<file path="src/rtl/fmul_pkg.sv">
package fmul_pkg;
   // signedness pairing held in the two low mode bits
   typedef enum logic [1:0] {
      SG_UU  = 2'd0,
      SG_SS  = 2'd1,
      SG_SU  = 2'd2,
      SG_RSV = 2'd3
   } sign_pair_e;

   localparam int MODE_W   = 3;
   localparam int FRAC_BIT = 2;
endpackage

</file>
<file path="src/rtl/fmul_opnd_ext.sv">
// Widens an operand by one bit, filling with its sign only when it is to be read as signed.
module fmul_opnd_ext #(
   parameter int W = 8
) (
   input  logic [W-1:0] val,
   input  logic         is_signed,
   output logic [W:0]   ext
);
   assign ext = {is_signed & val[W-1], val};
endmodule

</file>
<file path="src/rtl/fmul_array.sv">
// Product of two (W+1)-bit two's-complement numbers, kept modulo 2^(2W).
module fmul_array #(
   parameter int W         = 8,
   parameter int MULT_IMPL = 0   // 0: inferred operator, 1: explicit shift-add
) (
   input  logic [W:0]     a_ext,
   input  logic [W:0]     b_ext,
   output logic [2*W-1:0] raw
);
   localparam int PW = 2 * W;

   logic [PW-1:0] aw;
   assign aw = {{(W-1){a_ext[W]}}, a_ext};

   generate
      if (MULT_IMPL == 0) begin : g_operator
         logic [PW-1:0] bw;
         assign bw  = {{(W-1){b_ext[W]}}, b_ext};
         assign raw = aw * bw;
      end else begin : g_shift_add
         logic [PW-1:0] acc;
         always_comb begin
            acc = '0;
            for (int i = 0; i < W; i++) begin
               if (b_ext[i]) acc = acc + (aw << i);
            end
            // sign bit of the widened multiplier carries negative weight
            if (b_ext[W]) acc = acc - (aw << W);
         end
         assign raw = acc;
      end
   endgenerate
endmodule

</file>
<file path="src/rtl/fmul_result.sv">
// Applies the optional fractional shift and derives the two flags.
module fmul_result #(
   parameter int W = 8
) (
   input  logic [2*W-1:0] raw,
   input  logic           frac,
   output logic [2*W-1:0] res,
   output logic           zero,
   output logic           carry
);
   localparam int PW = 2 * W;

   assign res   = frac ? {raw[PW-2:0], 1'b0} : raw;
   assign carry = raw[PW-1];
   assign zero  = (res == '0);
endmodule

</file>
<file path="src/rtl/fmul_unit.sv">
module fmul_unit #(
   parameter int W         = 8,
   parameter int MULT_IMPL = 0
) (
   input  logic                       clk,
   input  logic                       rst_n,
   input  logic                       start,
   input  logic [fmul_pkg::MODE_W-1:0] mode,
   input  logic [W-1:0]               op_a,
   input  logic [W-1:0]               op_b,
   output logic [W-1:0]               prod_hi,
   output logic [W-1:0]               prod_lo,
   output logic                       z_flag,
   output logic                       c_flag,
   output logic                       done
);
   import fmul_pkg::*;

   localparam int PW = 2 * W;

   generate
      if (W < 2) begin : g_bad_width
         $error("fmul_unit: W must be at least 2");
      end
      if (MULT_IMPL != 0 && MULT_IMPL != 1) begin : g_bad_impl
         $error("fmul_unit: MULT_IMPL must be 0 or 1");
      end
   endgenerate

   logic                busy_q;
   logic                done_q;
   logic [W-1:0]        a_q, b_q;
   logic [MODE_W-1:0]   mode_q;
   logic [PW-1:0]       prod_q;
   logic                z_q, c_q;

   sign_pair_e          pair;
   logic                a_signed, b_signed;
   logic [W:0]          a_ext, b_ext;
   logic [PW-1:0]       raw_w, res_w;
   logic                z_w, c_w;

   assign pair     = sign_pair_e'(mode_q[1:0]);
   assign a_signed = (pair == SG_SS) || (pair == SG_SU);
   assign b_signed = (pair == SG_SS);

   fmul_opnd_ext #(.W(W)) ext_a_i (.val(a_q), .is_signed(a_signed), .ext(a_ext));
   fmul_opnd_ext #(.W(W)) ext_b_i (.val(b_q), .is_signed(b_signed), .ext(b_ext));

   fmul_array #(.W(W), .MULT_IMPL(MULT_IMPL)) array_i (
      .a_ext (a_ext),
      .b_ext (b_ext),
      .raw   (raw_w)
   );

   fmul_result #(.W(W)) result_i (
      .raw   (raw_w),
      .frac  (mode_q[FRAC_BIT]),
      .res   (res_w),
      .zero  (z_w),
      .carry (c_w)
   );

   always_ff @(posedge clk or negedge rst_n) begin
      if (!rst_n) begin
         busy_q <= 1'b0;
         done_q <= 1'b0;
         a_q    <= '0;
         b_q    <= '0;
         mode_q <= '0;
         prod_q <= '0;
         z_q    <= 1'b0;
         c_q    <= 1'b0;
      end else begin
         done_q <= busy_q;
         if (start && !busy_q) begin
            busy_q <= 1'b1;
            a_q    <= op_a;
            b_q    <= op_b;
            mode_q <= mode;
         end else begin
            busy_q <= 1'b0;
         end
         if (busy_q) begin
            prod_q <= res_w;
            z_q    <= z_w;
            c_q    <= c_w;
         end
      end
   end

   assign prod_hi = prod_q[PW-1:W];
   assign prod_lo = prod_q[W-1:0];
   assign z_flag  = z_q;
   assign c_flag  = c_q;
   assign done    = done_q;
endmodule

</file>
<file path="config.mk">
export PLATFORM = sky130hd
export DESIGN_NAME = fmul_unit
export DESIGN_NICKNAME = d
export VERILOG_FILES = /design/src/rtl/fmul_pkg.sv /design/src/rtl/fmul_opnd_ext.sv /design/src/rtl/fmul_array.sv /design/src/rtl/fmul_result.sv /design/src/rtl/fmul_unit.sv
export SDC_FILE = /design/constraint.sdc
export NUM_CORES = 1
export LEC_CHECK = 0
export BUFFER_PORTS_ARGS = -buffer_cell sky130_fd_sc_hd__buf_2
export CORE_AREA = 2 2 89 91
export CTS_BUF_LIST = sky130_fd_sc_hd__clkbuf_16
export CTS_CLUSTER_DIAMETER = 80
export DETAILED_ROUTE_END_ITERATION = 12
export DIE_AREA = 0 0 91 93
export GPL_ROUTABILITY_DRIVEN = 0
export GPL_TIMING_DRIVEN = 0
export PLACE_DENSITY = 0.77
export SYNTH_ARGS = -nofsm -noshare
export SYNTH_HDL_FRONTEND = slang
export SYNTH_SLANG_ARGS = --single-unit
</file>
<file path="constraint.sdc">
create_clock -name clk -period 6.4 [get_ports clk]
set_input_delay 0.32 -clock clk [delete_from_list [all_inputs] [get_ports clk]]
set_output_delay 0.32 -clock clk [all_outputs]
set_load 0.03 [all_outputs]
</file>
==> flow_results.xml <==
<?xml version="1.0" encoding="UTF-8"?>
<metrics>
  <group name="die">
    <metric name="top_level_ports" unit="">41</metric>
    <metric name="dieArea" unit="um2">8460</metric>
    <metric name="initial_cell_density_of_the_core" unit="">0.588</metric>
    <metric name="chipWidth" unit="um">91</metric>
    <metric name="core.rowCount" unit="">32</metric>
    <metric name="core_region_area" unit="um2">7530</metric>
    <metric name="fp.dieH" unit="um">93</metric>
  </group>
  <group name="synthesis">
    <metric name="yosysUniqueCellTypes" unit="">38</metric>
    <metric name="post_synth_xor_area_fraction" unit="">0.0348</metric>
    <metric name="share_of_flip_flops_with_an_asynchronous_set_or_reset_after_synthesis" unit="">1.00</metric>
    <metric name="synth_cells" unit="">457</metric>
    <metric name="synthSimpleGateAreaFrac" unit="">0.135</metric>
    <metric name="synth.net_count" unit="">576</metric>
    <metric name="synth_adder_area_share" unit="">0.381</metric>
    <metric name="synth-warning-count" unit="">0</metric>
    <metric name="synth_top_cells_by_area" unit="">fa_1 28%, dfrtp_1 22%, ha_1 9.6%</metric>
    <metric name="yosysTopAreaCell" unit="">fa_1</metric>
    <metric name="muxShareOfSynthArea" unit="">0.0737</metric>
    <metric name="synth_edf_count" unit="">0</metric>
    <metric name="post-synth-top-area-fraction" unit="">0.285</metric>
    <metric name="synth_area_per_cell" unit="um2">9.69</metric>
    <metric name="postSynthRegisterBits" unit="">39</metric>
    <metric name="dominant_combinational_cell_family_by_area_after_synthesis" unit="">adder cells</metric>
    <metric name="dominantRegCellSynth" unit="">dfrtp_1</metric>
    <metric name="seq_area_frac_synth" unit="">0.220</metric>
    <metric name="synth-compound-area-share" unit="">0.0616</metric>
    <metric name="post_synth_instance_area" unit="um2">4430</metric>
  </group>
  <group name="route">
    <metric name="wire_per_inst" unit="um">15.5</metric>
    <metric name="vias_per_cell" unit="">5.33</metric>
    <metric name="detailroute.via_count" unit="">3227</metric>
    <metric name="detail_route.wirelength" unit="mm">9.37</metric>
    <metric name="detail-route-antenna-nets" unit="">0</metric>
    <metric name="drt_iter0_markers" unit="">130</metric>
    <metric name="route.detailed.drc" unit="">0</metric>
    <metric name="drtPass1Iterations" unit="">4</metric>
  </group>
  <group name="setup_path">
    <metric name="regToRegSetupSlack" unit="ns">0.40</metric>
    <metric name="worst-path-max-fanout" unit="">7</metric>
    <metric name="worst_r2r_startpoint" unit="">mode_q[0]</metric>
    <metric name="cp_slowest_cell" unit="">fa_1</metric>
    <metric name="timing.setup.critical_path_class" unit="">reg -&gt; reg</metric>
    <metric name="worst_r2r_path_depth" unit="">18</metric>
    <metric name="crit_arrival" unit="ns">6.18</metric>
    <metric name="crit_top_cell" unit="">fa_1</metric>
    <metric name="cp.required" unit="ns">6.58</metric>
    <metric name="start_kind" unit="">flip-flop</metric>
    <metric name="crit_chain" unit="">ha_1, nor2b_2, nand2_1, fa_1, inv_1, fa_1, fa_1, fa_1, inv_1, fa_1, inv_1, ha_1, inv_1, o21bai_1, xor2_1, or4_1, or3_1, o41ai_2</metric>
    <metric name="worst_setup_path_end_kind" unit="">flip-flop</metric>
    <metric name="cpPeakStageDelay" unit="ns">0.57</metric>
    <metric name="r2r-end" unit="">z_flag</metric>
  </group>
  <group name="finish">
    <metric name="n_antenna_cell" unit="">0</metric>
    <metric name="proportion_of_layout_cells_with_a_drive_suffix_above_1" unit="">0.149</metric>
    <metric name="layout_common_cells" unit="">87 x inv_1, 63 x fa_1, 44 x nand2_1</metric>
    <metric name="syn_to_final_growth" unit="%">10.6</metric>
    <metric name="finalNetCount" unit="">622</metric>
    <metric name="final_core_util" unit="">0.651</metric>
    <metric name="fin_cells" unit="">606</metric>
    <metric name="most_common_library_cell_in_the_layout_ignoring_fill_and_taps" unit="">inv_1</metric>
  </group>
  <group name="clock_network">
    <metric name="clk_transition_reported_paths" unit="ns">0.06</metric>
    <metric name="clock_tree.root_cell" unit="">clkbuf_16</metric>
    <metric name="cts_tree" unit="">built</metric>
    <metric name="clkLatencyLatePin" unit="ns">0.29</metric>
    <metric name="cts_buffers" unit="">5</metric>
    <metric name="clock_sink_count" unit="">39</metric>
    <metric name="holdBufCountCts" unit="">0</metric>
    <metric name="ctsLongestPathBuffers" unit="">2</metric>
    <metric name="htree_levels" unit="">2</metric>
  </group>
  <group name="timing">
    <metric name="rsz0062_at_grt" unit="">no</metric>
    <metric name="clock.fmax" unit="GHz">0.167</metric>
    <metric name="relSlewSlack" unit="">0.423</metric>
    <metric name="final.period_utilization" unit="">0.937</metric>
    <metric name="timing.setup.tns" unit="ns">0</metric>
    <metric name="finalHoldViolCount" unit="">0</metric>
    <metric name="worst_slew_pin_slew" unit="ns">0.866</metric>
    <metric name="finalCriticalPeriod" unit="ns">6.00</metric>
    <metric name="fin_skew" unit="ns">0.00487</metric>
    <metric name="fin_ws" unit="ns">0.404</metric>
    <metric name="setup_viol_count_final" unit="">0</metric>
    <metric name="timing_max_transition_violations_final" unit="">0</metric>
  </group>
  <group name="global_routing">
    <metric name="global_router_s_overall_resource_usage" unit="">0.243</metric>
    <metric name="antenna_violations_before_repair" unit="">0</metric>
    <metric name="grt_pass1_vias" unit="">3471</metric>
    <metric name="pin_count_of_the_biggest_net_entering_global_routing" unit="">40</metric>
    <metric name="grt_overflow_total" unit="">0</metric>
    <metric name="grt_first_pass_wirelength" unit="mm">16.3</metric>
  </group>
  <group name="min_path">
    <metric name="timing.hold.worst.class" unit="">in -&gt; async</metric>
  </group>
  <group name="placement">
    <metric name="preCtsSetupSlack" unit="ns">0.237</metric>
    <metric name="placement.io_buffers" unit="">40</metric>
    <metric name="detailed_place_hpwl" unit="mm">7.54</metric>
    <metric name="place_inst" unit="">599</metric>
  </group>
  <group name="flow_run">
    <metric name="timing.max_cap.violations" unit="">0</metric>
  </group>
  <group name="status">
    <metric name="outcome" unit="">finished, final reports clean</metric>
  </group>
</metrics>
## metal layers
layer,GRT usage,share of wire
met1,0.329,0.43
met2,0.417,0.52
met3,0.0363,0.038
met4,0.0631,0.018
met5,0,0
## critical path, delay by kind of cell, from the launching register on
kind | cells | cell delay, ns
flops | 1 | 0.38
buf+inv | 4 | 0.21
compound gates | 2 | 0.47
simple gates | 4 | 1.42
fa+ha+maj | 7 | 3.27
xor+xnor | 1 | 0.13
## synth_stat cells, types with 2 or more instances
cell / n
ha_1: 34
nand2b_1: 3
and2_1: 35
o211ai_1: 3
clkbuf_1: 22
a31oi_1: 4
a21oi_1: 12
xor2_1: 3
nand3_1: 2
inv_1: 87
nor3b_1: 2
a21oi_2: 2
a21o_1: 2
nor2b_1: 5
nor2_1: 23
mux2i_1: 9
mux2_2: 21
or2_2: 3
nand2_1: 44
o21ai_0: 9
nor4_1: 2
xnor2_1: 12
fa_1: 63
buf_1: 2
o21bai_1: 2
dfrtp_1: 39
## flip-flops by register name, summed over array words and instances (netlist names)
name    count
prod_q     16
b_q         8
mode_q      3
a_q         8
z_flag      1
done        1
c_flag      1
busy_q      1
## what timing repair did
item	CTS	global route
setup endpoints to repair	0	2
resized for setup	0	1
setup buffers	0	0
## worst max path at each step
stage | start | to | slack (ns) | cells past startpoint
after floorplan | mode_q[0] | z_flag | 0.87 | 18
after global placement | b_q[7] | z_flag | 0.36 | 18
after detailed placement | b_q[7] | z_flag | 0.24 | 18
after global routing | mode_q[0] | z_flag | 0.07 | 18
after CTS | b_q[7] | z_flag | 0.21 | 18
final | mode_q[0] | z_flag | 0.40 | 18
## cell families after synthesis
logic type / Yosys count
AND/OR/NAND/NOR: 122
buffers and inverters: 111
adder cells (fa/ha/maj): 97
AO/OA/AOI/OAI: 42
flip-flops: 39
multiplexers: 30
XOR/XNOR: 16
## per-stage QoR
step | area [um2] | hold WS [ns]
floorplan | 4430 | 0.0244
global placement | 4760 | 0.363
detailed placement | 4760 | 0.361
CTS | 4900 | 0.181
global route | 4900 | 0.232
finish | 4900 | 0.146
## area by class of cell
class / instances / area (um2)
multi-input cells: 307 / 3040
fillers: 654 / 2630
flip-flops and latches: 39 / 976
inverters: 87 / 327
repair buffers: 40 / 200
well taps: 102 / 128
clock buffers: 5 / 125
plain buffers: 23 / 86.3
clock inverters: 3 / 17.5
Power is not shown: default switching activity piles up to over one toggle a cycle in this logic, so the estimate is an artifact.
